**src/rtl/wdt_keyed_pkg.sv**
```systemverilog
// Package: shared register offsets, service keys and control-word layout
// for the keyed-service watchdog. Assumes a 32-bit data bus and byte offsets.
package wdt_keyed_pkg;

    localparam int          DATA_W     = 32;
    localparam int          ADDR_W     = 8;
    localparam int          CNT_W      = 16;

    localparam logic [ADDR_W-1:0] OFS_CTRL   = 8'h04;
    localparam logic [ADDR_W-1:0] OFS_COUNT  = 8'h08;
    localparam logic [ADDR_W-1:0] OFS_SVC_W  = 8'h0C;
    localparam logic [ADDR_W-1:0] OFS_SVC_H  = 8'h0E;

    localparam logic [15:0] KEY_FIRST  = 16'h556C;
    localparam logic [15:0] KEY_SECOND = 16'hAA39;

    localparam int          TC_LSB     = 16;
    localparam int          BIT_EN     = 2;
    localparam int          BIT_MODE   = 1;
    localparam int          BIT_PRE    = 0;

    localparam logic [CNT_W-1:0] TC_RESET = '1;

    typedef struct packed {
        logic [CNT_W-1:0] tc;
        logic             en;
        logic             rst_mode;
        logic             pre_on;
    } wdt_ctrl_t;

endpackage

```
**src/rtl/wdt_ctrl_reg.sv**
```systemverilog
// Control register: holds reload count, enable, expiry select and prescale
// enable. Enable is write-once after reset; a zero count field is refused.
// Assumes wr_ctrl is a single-cycle strobe from the bus decoder.
module wdt_ctrl_reg
    import wdt_keyed_pkg::*;
(
    input  logic              clk,
    input  logic              rst_n,
    input  logic              wr_ctrl,
    input  logic [DATA_W-1:0] wdata,
    output wdt_ctrl_t         ctrl_q,
    output logic [CNT_W-1:0]  tc_load,
    output logic              en_locked
);

    logic [CNT_W-1:0] wr_tc;
    logic             wr_tc_ok;

    // Decode the count field of the incoming write.
    always_comb begin
        wr_tc    = wdata[TC_LSB +: CNT_W];
        wr_tc_ok = wr_ctrl && (wr_tc != '0);
        tc_load  = wr_tc_ok ? wr_tc : ctrl_q.tc;
    end

    // Register update with write-once enable.
    always_ff @(posedge clk) begin
        if (!rst_n) begin
            ctrl_q.tc       <= TC_RESET;
            ctrl_q.en       <= 1'b0;
            ctrl_q.rst_mode <= 1'b1;
            ctrl_q.pre_on   <= 1'b1;
            en_locked       <= 1'b0;
        end else if (wr_ctrl) begin
            if (wr_tc_ok) begin
                ctrl_q.tc <= wr_tc;
            end
            ctrl_q.rst_mode <= wdata[BIT_MODE];
            ctrl_q.pre_on   <= wdata[BIT_PRE];
            if (!en_locked) begin
                ctrl_q.en <= wdata[BIT_EN];
                en_locked <= 1'b1;
            end
        end
    end

endmodule

```
**src/rtl/wdt_key_seq.sv**
```systemverilog
// Service key tracker: recognises the ordered two-word key. Any write that
// is not the first key disarms it. Assumes svc_wr is a single-cycle strobe.
module wdt_key_seq
    import wdt_keyed_pkg::*;
(
    input  logic        clk,
    input  logic        rst_n,
    input  logic        svc_wr,
    input  logic [15:0] svc_data,
    output logic        svc_ok
);

    logic armed_q;

    // Valid service: second key while armed by the first.
    always_comb begin
        svc_ok = svc_wr && armed_q && (svc_data == KEY_SECOND);
    end

    // Arm on the first key, disarm on anything else written here.
    always_ff @(posedge clk) begin
        if (!rst_n) begin
            armed_q <= 1'b0;
        end else if (svc_wr) begin
            armed_q <= (svc_data == KEY_FIRST);
        end
    end

endmodule

```
**src/rtl/wdt_tick_gen.sv**
```systemverilog
// Tick generator: a tick every clock, or one per DIV clocks when the
// prescaler is on. Restarts from zero when stopped or on restart.
// Assumes DIV >= 1.
module wdt_tick_gen #(
    parameter int DIV = 65536
) (
    input  logic clk,
    input  logic rst_n,
    input  logic run,
    input  logic pre_on,
    input  logic restart,
    output logic tick
);

    localparam int PW = (DIV > 1) ? $clog2(DIV) : 1;

    generate
        if (DIV == 1) begin : g_nodiv
            // A divider of one is the same as no prescaler.
            always_comb begin
                tick = run;
            end
        end else begin : g_div
            localparam logic [PW-1:0] LAST = PW'(DIV - 1);
            logic [PW-1:0] pcnt_q;

            // Tick on the last phase of the prescaler.
            always_comb begin
                tick = run && (!pre_on || (pcnt_q == LAST));
            end

            // Phase counter, cleared when idle or restarted.
            always_ff @(posedge clk) begin
                if (!rst_n || !run || restart || !pre_on) begin
                    pcnt_q <= '0;
                end else if (pcnt_q == LAST) begin
                    pcnt_q <= '0;
                end else begin
                    pcnt_q <= pcnt_q + 1'b1;
                end
            end
        end
    endgenerate

endmodule

```
**src/rtl/wdt_down_counter.sv**
```systemverilog
// Down-counter and expiry logic: follows the reload value while stopped,
// decrements per tick while running, and on expiry reloads and raises
// the reset pulse or the sticky interrupt. A service wins over an expiry.
module wdt_down_counter
    import wdt_keyed_pkg::*;
(
    input  logic             clk,
    input  logic             rst_n,
    input  logic             run,
    input  logic             tick,
    input  logic             reload,
    input  logic             rst_mode,
    input  logic [CNT_W-1:0] tc_load,
    output logic [CNT_W-1:0] count_q,
    output logic             wd_reset_o,
    output logic             wd_irq_o
);

    logic expire;

    // Expiry: a tick that finds the count at one.
    always_comb begin
        expire = run && tick && !reload && (count_q == CNT_W'(1));
    end

    // Count, pulse and sticky interrupt update.
    always_ff @(posedge clk) begin
        if (!rst_n) begin
            count_q    <= TC_RESET;
            wd_reset_o <= 1'b0;
            wd_irq_o   <= 1'b0;
        end else begin
            wd_reset_o <= expire && rst_mode;
            if (!run) begin
                count_q <= tc_load;
            end else if (reload) begin
                count_q  <= tc_load;
                wd_irq_o <= 1'b0;
            end else if (expire) begin
                count_q <= tc_load;
                if (!rst_mode) begin
                    wd_irq_o <= 1'b1;
                end
            end else if (tick) begin
                count_q <= count_q - 1'b1;
            end
        end
    end

endmodule

```
**src/rtl/wdt_keyed_top.sv**
```systemverilog
// Keyed-service watchdog top: decodes single-cycle bus accesses, and ties
// together the control register, key tracker, tick generator and
// down-counter. Read data is combinational from the address.
module wdt_keyed_top
    import wdt_keyed_pkg::*;
#(
    parameter int PRESCALE_DIV = 65536
) (
    input  logic              clk,
    input  logic              rst_n,
    input  logic              bus_sel,
    input  logic              bus_we,
    input  logic [ADDR_W-1:0] bus_addr,
    input  logic [DATA_W-1:0] bus_wdata,
    output logic [DATA_W-1:0] bus_rdata,
    output logic              wd_reset_o,
    output logic              wd_irq_o
);

    logic             wr_ctrl;
    logic             svc_wr;
    logic             svc_ok;
    logic             tick;
    logic             en_locked;
    wdt_ctrl_t        ctrl_q;
    logic [CNT_W-1:0] tc_load;
    logic [CNT_W-1:0] count_q;

    // Write strobes for the control and service locations.
    always_comb begin
        wr_ctrl = bus_sel && bus_we && (bus_addr == OFS_CTRL);
        svc_wr  = bus_sel && bus_we &&
                  ((bus_addr == OFS_SVC_W) || (bus_addr == OFS_SVC_H));
    end

    // Read mux; everything but control and count reads zero.
    always_comb begin
        bus_rdata = '0;
        if (bus_sel && !bus_we) begin
            case (bus_addr)
                OFS_CTRL:  bus_rdata = {ctrl_q.tc, 13'd0, ctrl_q.en,
                                        ctrl_q.rst_mode, ctrl_q.pre_on};
                OFS_COUNT: bus_rdata = {{(DATA_W-CNT_W){1'b0}}, count_q};
                default:   bus_rdata = '0;
            endcase
        end
    end

    wdt_ctrl_reg u_ctrl (
        .clk       (clk),
        .rst_n     (rst_n),
        .wr_ctrl   (wr_ctrl),
        .wdata     (bus_wdata),
        .ctrl_q    (ctrl_q),
        .tc_load   (tc_load),
        .en_locked (en_locked)
    );

    wdt_key_seq u_key (
        .clk      (clk),
        .rst_n    (rst_n),
        .svc_wr   (svc_wr),
        .svc_data (bus_wdata[15:0]),
        .svc_ok   (svc_ok)
    );

    wdt_tick_gen #(.DIV(PRESCALE_DIV)) u_tick (
        .clk     (clk),
        .rst_n   (rst_n),
        .run     (ctrl_q.en),
        .pre_on  (ctrl_q.pre_on),
        .restart (svc_ok),
        .tick    (tick)
    );

    wdt_down_counter u_cnt (
        .clk        (clk),
        .rst_n      (rst_n),
        .run        (ctrl_q.en),
        .tick       (tick),
        .reload     (svc_ok),
        .rst_mode   (ctrl_q.rst_mode),
        .tc_load    (tc_load),
        .count_q    (count_q),
        .wd_reset_o (wd_reset_o),
        .wd_irq_o   (wd_irq_o)
    );

endmodule

```
**config.mk**
```make
export PLATFORM = sky130hd
export DESIGN_NAME = wdt_keyed_top
export DESIGN_NICKNAME = d
export VERILOG_FILES = /design/src/rtl/wdt_keyed_pkg.sv /design/src/rtl/wdt_ctrl_reg.sv /design/src/rtl/wdt_key_seq.sv /design/src/rtl/wdt_tick_gen.sv /design/src/rtl/wdt_down_counter.sv /design/src/rtl/wdt_keyed_top.sv
export SDC_FILE = /design/constraint.sdc
export NUM_CORES = 1
export LEC_CHECK = 0
export BUFFER_PORTS_ARGS = -buffer_cell sky130_fd_sc_hd__buf_2
export CAP_MARGIN = 15
export CORE_AREA = 2 2 61 107
export DETAILED_ROUTE_END_ITERATION = 8
export DIE_AREA = 0 0 63 109
export PLACE_DENSITY = 0.75
export SYNTH_ARGS = -nofsm -noshare
export SYNTH_HDL_FRONTEND = slang
export SYNTH_SLANG_ARGS = --single-unit
```
**constraint.sdc**
```tcl
create_clock -name clk -period 2.83 [get_ports clk]
set_clock_uncertainty 0.2 [all_clocks]
set_input_delay 0.4245 -clock clk [delete_from_list [all_inputs] [get_ports clk]]
set_output_delay 0.4245 -clock clk [all_outputs]
set_load 0.005 [all_outputs]
```
==> flow_summary_export.csv, run 1 <==
group,metric,value,unit
die,rows,38,
logic_synthesis,ys_ff_latch,55,
logic_synthesis,synthTopCellsByArea,"dfxtp_1, and2_1, mux2i_1",
timing,final_hold_viol_count,0,
clock_network,clk_latency,310,ps
clock_network,cts_setup_buffers,0,
critical_path,cp_data_arrival_time,2570,ps
die,die_y,109,um
finish,drive_above_1_share,0.3032,
finish,stdcell_area,3680,um2
logic_synthesis,synth_top_area_share,0.3531,
timing,drv_slew,0,
timing,setup_violations,0,
logic_synthesis,synth_simple_gate_area_share,0.3174,
power,p_per_area,352.0,nW/um2
clock_network,h-tree-depth,2,
die,dieWidth,63,um
routing,drt_iter0_markers,103,
clock_network,cts_resized,0,
place,gp_congestion,0.8870,
timing,post-route-min-period,2525,ps
global_route,grt-ovfl-total,0,
logic_synthesis,synth_area,3118,um2
routing,avgRoutedWirePerCell,14.38,um
clock_network,cts_made_buffers,5,
global_route,antenna_found_initial,0,
logic_synthesis,yosysUniqueCellTypes,57,
critical_path,crit_chain,"and4b_1, nand4b_1, o41ai_4, nand2b_1, o21ai_0, a32oi_1",
worst_hold_path,hold_path.class,"primary input to flip-flop",
global_route,grt_pass1_wl,12.08,mm
timing,fin_tns_setup,0,ps
logic_synthesis,synth-compound-area-share,0.1304,
critical_path,slowest_delay,560,ps
routing,ant_nets,0,
routing,via_count,2796,
clock_network,cts_buffer_depth,2,
place,placed_area,3585,um2
finish,area_delta_synth_final,18.02,%
job,cap_violations,0,
finish,final_common_cell,"buf_2",
die,ios,78,
critical_path,worstPathRequired,2870,ps
logic_synthesis,synth_cells,352,
routing,drt_wl_total,7.362,mm
logic_synthesis,synth_top_family_by_area,"simple AND/OR/NAND/NOR gates",
finish,layout_common_cells,"buf_2, dfxtp_1, nor2_1",
clock_network,path_clk_slew,100,ps
logic_synthesis,seq_area_frac_synth,0.3531,
clock_network,cts_tree,"yes",
critical_path,critPathKind,"flip-flop to flip-flop",
critical_path,start_kind,"flip-flop",
die,fp.coreArea,6038,um2
clock_network,cts_root_buffer,"clkbuf_8",
critical_path,path_max_fanout,14,
global_route,grt_pass1_vias,2711,
timing,rsz0062_at_grt,"false",
power,p_leak,1.677,nW
global_route,track_usage,0.2198,
routing,drtPass1Iterations,5,
place,dpl.hpwl,5.718,mm
timing,maxSlewHeadroom,0.5188,
critical_path,cpMaxStageDelayCell,"o41ai_4",
routing,viasPerCell,5.461,
global_route,grt_max_degree,22,
clock_network,clock_sinks,55,
timing,tightest_slew,720.2,ps
status,status,"finished, final reports clean",
finish,nNetsFinal,478,
critical_path,endpoint_kind,"flip-flop",
logic_synthesis,muxShareOfSynthArea,0.1007,
die,start_util,0.5164,
clock_network,cts_hold_buf,0,
routing,route.detailed.drc,0,
logic_synthesis,avgSynthCellArea,8.858,um2
logic_synthesis,synth_top_cell_by_area,"dfxtp_1",
logic_synthesis,synth_adder_area_share,0.01204,
timing,min_period_over_period,0.8922,
die,die_area,6867,um2
logic_synthesis,synth_nets,399,
finish,diodes,0,
logic_synthesis,ys_warn_count,0,
place,portBuffers,77,
timing,fmax,0.3961,GHz
power,vdd_drop_max,0.0003038,V
logic_synthesis,synth-xor-area-share,0.03933,
==> power by group <==
group	leakage, nW	total [mW]	switching [mW]	internal [mW]
Sequential	0.444	0.774	0.000418	0.774
Combinational	1.18	0.0685	0.0366	0.0319
Clock	0.0484	0.453	0.252	0.201
==> registers in the layout (all words and copies together) (netlist names) <==
name,cells
u_cnt.wd_irq_o,1
u_cnt.count_q,16
u_key.armed_q,1
u_tick.g_div.pcnt_q,16
u_cnt.wd_reset_o,1
u_ctrl.ctrl_q,19
u_ctrl.en_locked,1
==> per-stage QoR <==
stage               total power [mW]  utilization  hold WS [ps]  std cells  worst slack (ps)
floorplan                     0.8131            -         226.3        352             461.5
global placement              0.8590       0.5937         244.1        504             213.9
detailed placement            0.8605       0.5937         260.3        504             79.61
CTS                            1.304       0.6094         162.6        512             338.9
global route                   1.343       0.6094         155.5        512             178.6
finish                         1.295       0.6094         159.5        512             305.1
==> cells by family (layout without fill, tap and decap cells) <==
| logic type | after synthesis | after routing |
|---|---|---|
| DFF | 55 | 55 |
| adders and majority gates | 3 | 3 |
| buffers and inverters | 32 | 112 |
| and+or+nand+nor | 170 | 170 |
| muxes | 29 | 29 |
| xor gates and xnor gates | 14 | 14 |
| AOI/OAI and AO/OA | 49 | 49 |
==> final cells by class <==
| cell class | instances | area (um2) |
|---|---|---|
| clock buffer | 7 | 86.33 |
| inverter | 20 | 75.07 |
| clock inverter | 1 | 8.758 |
| fill | 567 | 2359 |
| timing repair buffer | 84 | 437.9 |
| tap | 80 | 100.1 |
| multi-input combinational | 265 | 1871 |
| sequential | 55 | 1101 |
==> synthesized netlist by cell type, drive strengths merged <==
library cell,count
xor2,8
nor4b,2
o41ai,1
mux2,13
mux2i,16
a31oi,1
a22o,2
buf,7
a21o,5
a21oi,3
inv,20
nand2,27
o31a,1
ha,3
a32oi,14
nor2b,1
nand4bb,1
and2,31
nand4,9
nor3,8
or4,3
nand3,8
a22oi,3
and3,3
dfxtp,55
or4bb,1
o22ai,1
nor2,41
and4b,2
and4,3
nand2b,2
clkbuf,5
o211ai,1
or3,1
a211oi,1
o31ai,1
xnor2,6
o21ai,15
nand4b,2
nor4,10
or2,14
nor3b,1
==> metal layers <==
layer | vias up | track usage | part of all wire
met4 | 0 | 0.06984 | 0.012
met3 | 10 | 0.04025 | 0.041
li1 | 1408 | - | -
met1 | 1303 | 0.2333 | 0.38
met5 | - | 0 | 0
met2 | 75 | 0.4293 | 0.57
==> path summary, 6_finish.rpt <==
check                             endpoint  cells past startpoint                        from  slack [ps]
max          u_cnt.count_q[2]$_SDFFE_PN1P_                      6  u_key.armed_q$_SDFFE_PN0N_         310
min          u_ctrl.ctrl_q[2]$_SDFFE_PN0P_                      3                bus_wdata[2]         160
max reg2reg  u_cnt.count_q[2]$_SDFFE_PN1P_                      6  u_key.armed_q$_SDFFE_PN0N_         310
min reg2reg     u_key.armed_q$_SDFFE_PN0N_                      2  u_key.armed_q$_SDFFE_PN0N_         270
==> worst max-delay path, delay by kind of cell, from the launching register on <==
kind | cells | cell delay (ps)
compound gates | 3 | 980
simple gates | 3 | 920
flops | 1 | 350
Power figures use the tool's default switching activity.
==> run 2: changes to the inputs <==
Settings changed: ABC_AREA set to 1, CORE_AREA 2 2 61 107 to 2 2 64 111, DIE_AREA 0 0 63 109 to 0 0 66 113, GPL_ROUTABILITY_DRIVEN set to 0.
==> flow_summary_export.csv, run 2 <==
group,metric,value,unit
job,cap_violations,0,
timing,min_period_over_period,0.8396,
finish,nNetsFinal,637,
critical_path,start_kind,"primary input",
clock_network,h-tree-depth,2,
finish,fin_util,0.6142,
critical_path,worstPathRequired,2210,ps
routing,drtPass1Iterations,4,
place,dpl.hpwl,6.598,mm
logic_synthesis,synth_edf_count,0,
global_route,grt_pass1_wl,14.21,mm
finish,layout_common_cells,"nand2_1, buf_2, inv_1",
place,portBuffers,77,
clock_network,cts_tree,"yes",
finish,largest_register,"u_ctrl.ctrl_q",
status,status,"finished, final reports clean",
routing,viasPerCell,5.088,
critical_path,cp_data_arrival_time,1750,ps
routing,m1WireLength,3.165,mm
clock_network,cts_hold_buf,0,
logic_synthesis,synth_top_cell_by_area,"dfxtp_1",
die,die_y,113,um
timing,post-route-min-period,2376,ps
routing,drt_wl_total,8.483,mm
die,ios,78,
timing,final_hold_viol_count,0,
finish,diodes,0,
timing,drv_slew,0,
clock_network,cts_setup_buffers,0,
place,post-place-ws,453.2,ps
global_route,track_usage,0.2416,
die,rows,39,
finish,final_common_cell,"nand2_1",
worst_hold_path,hold_path.class,"primary input to flip-flop",
routing,route.detailed.drc,0,
routing,ant_nets,0,
routing,avgRoutedWirePerCell,12.60,um
global_route,grt-ovfl-total,0,
timing,fin_tns_setup,0,ps
critical_path,path_max_fanout,13,
logic_synthesis,synth_nets,567,
routing,wl_met2,4.731,mm
routing,via_count,3424,
logic_synthesis,seq_area_frac_synth,0.3156,
logic_synthesis,synth_cells,520,
clock_network,cts_root_buffer,"clkbuf_16",
die,start_util,0.5335,
logic_synthesis,yosys_most_used_dff,"dfxtp_1",
power,p_per_area,375.1,nW/um2
logic_synthesis,synth_top_area_share,0.3156,
power,p_leak,2.040,nW
finish,drive_above_1_share,0.2369,
logic_synthesis,synthArstFlopShare,0,
logic_synthesis,synthTopCellsByArea,"dfxtp_1, nand2_1, inv_1",
routing,drt_iter0_markers,242,
critical_path,critPathKind,"primary input to output pin",
routing,top_layer_used,"met4",
clock_network,clock_sinks,55,
finish,area_delta_synth_final,15.14,%
critical_path,endpoint_kind,"output pin",
clock_network,cts_made_buffers,5,
timing,fmax,0.4209,GHz
die,die_area,7458,um2
clock_network,path_clk_slew,70,ps
clock_network,cts_buffer_depth,2,
logic_synthesis,ys_warn_count,0,
timing,fin_ws,453.9,ps
die,fp.coreArea,6539,um2
logic_synthesis,ys_ff_latch,55,
timing,rsz0062_at_grt,"false",
routing,wl_met3,309,um
logic_synthesis,avgSynthCellArea,6.708,um2
clock_network,cts_resized,0,
power,vdd_drop_max,0.0003380,V
clock_network,clk_latency,300,ps
global_route,grt_pass1_vias,3290,
logic_synthesis,synth.top_cells.by_count,"nand2_1, inv_1, nor2_1, dfxtp_1, nor3_1",
die,dieWidth,66,um
finish,largest_register_ffs,19,
finish,largestRegisters,"u_ctrl.ctrl_q x19, u_cnt.count_q x16, u_tick.g_div.pcnt_q x16",
timing,maxSlewHeadroom,0.6754,
timing,setup_violations,0,
logic_synthesis,synth_area,3488,um2
global_route,antenna_found_initial,0,
logic_synthesis,yosysMostFrequentCell,"nand2_1",
timing,tightest_slew,486.3,ps
logic_synthesis,yosysUniqueCellTypes,38,
global_route,grt_max_degree,32,
==> run 2: critical path, stage by stage <==
cell	delay, ps
buf_2	100
inv_1	80
nand2_1	70
nor4_1	270
buf_4	190
inv_1	180
nor3_1	270
buf_2	170
==> run 2: power by group <==
| group | total [mW] | switching (mW) | internal, mW |
|---|---|---|---|
| logic | 0.0882 | 0.0520 | 0.0362 |
| registers | 0.774 | 0.000455 | 0.773 |
| clock network | 0.645 | 0.310 | 0.334 |
==> run 2: per-stage QoR <==
stage	area, um2	hold WS (ps)	instances	total power, mW
finish	4016	173.4	673	1.507
global route	4016	190.0	673	1.551
CTS	4016	176.9	673	1.509
detailed placement	3869	245.3	665	0.8801
global placement	3869	228.0	665	0.8789
floorplan	3488	217.8	520	0.8323
==> run 2: logic make-up after synthesis <==
kind of cell,count (synthesis),share of synthesized area
adder cells (fa/ha/maj),3,0.01076
buffers and inverters,97,0.1266
AO/OA/AOI/OAI,50,0.07712
flip-flops,55,0.3156
AND/OR/NAND/NOR,297,0.4247
XOR/XNOR,18,0.04519
==> run 2: cell type report <==
class / count / area, um2
clock buffer: 5 / 125.1
clock inverter: 3 / 22.52
fill: 675 / 2522
inverter: 77 / 289.0
multi-input combinational: 368 / 1946
sequential: 55 / 1101
tap: 82 / 102.6
timing repair buffer: 83 / 430.4
==> run 2: path summary, 6_finish.rpt <==
path                                                        to                     startpoint  slack, ps  cells after the start
worst max-delay path                              bus_rdata[3]                    bus_addr[0]        450                      8
worst min-delay path             u_ctrl.ctrl_q[1]$_SDFFE_PN1P_                   bus_wdata[1]        170                      3
worst max register to register  u_cnt.count_q[12]$_SDFFE_PN1P_  u_cnt.count_q[0]$_SDFFE_PN1P_        590                     10
worst min register to register     u_cnt.wd_irq_o$_SDFFE_PN0P_    u_cnt.wd_irq_o$_SDFFE_PN0P_        250                      2
==> run 2: metal layers <==
metal  vias to the layer above  GRT usage
li1                       1782          -
met1                      1560     0.2519
met2                        65     0.4599
met3                        17    0.03777
met4                         0     0.1020
met5                         -          0
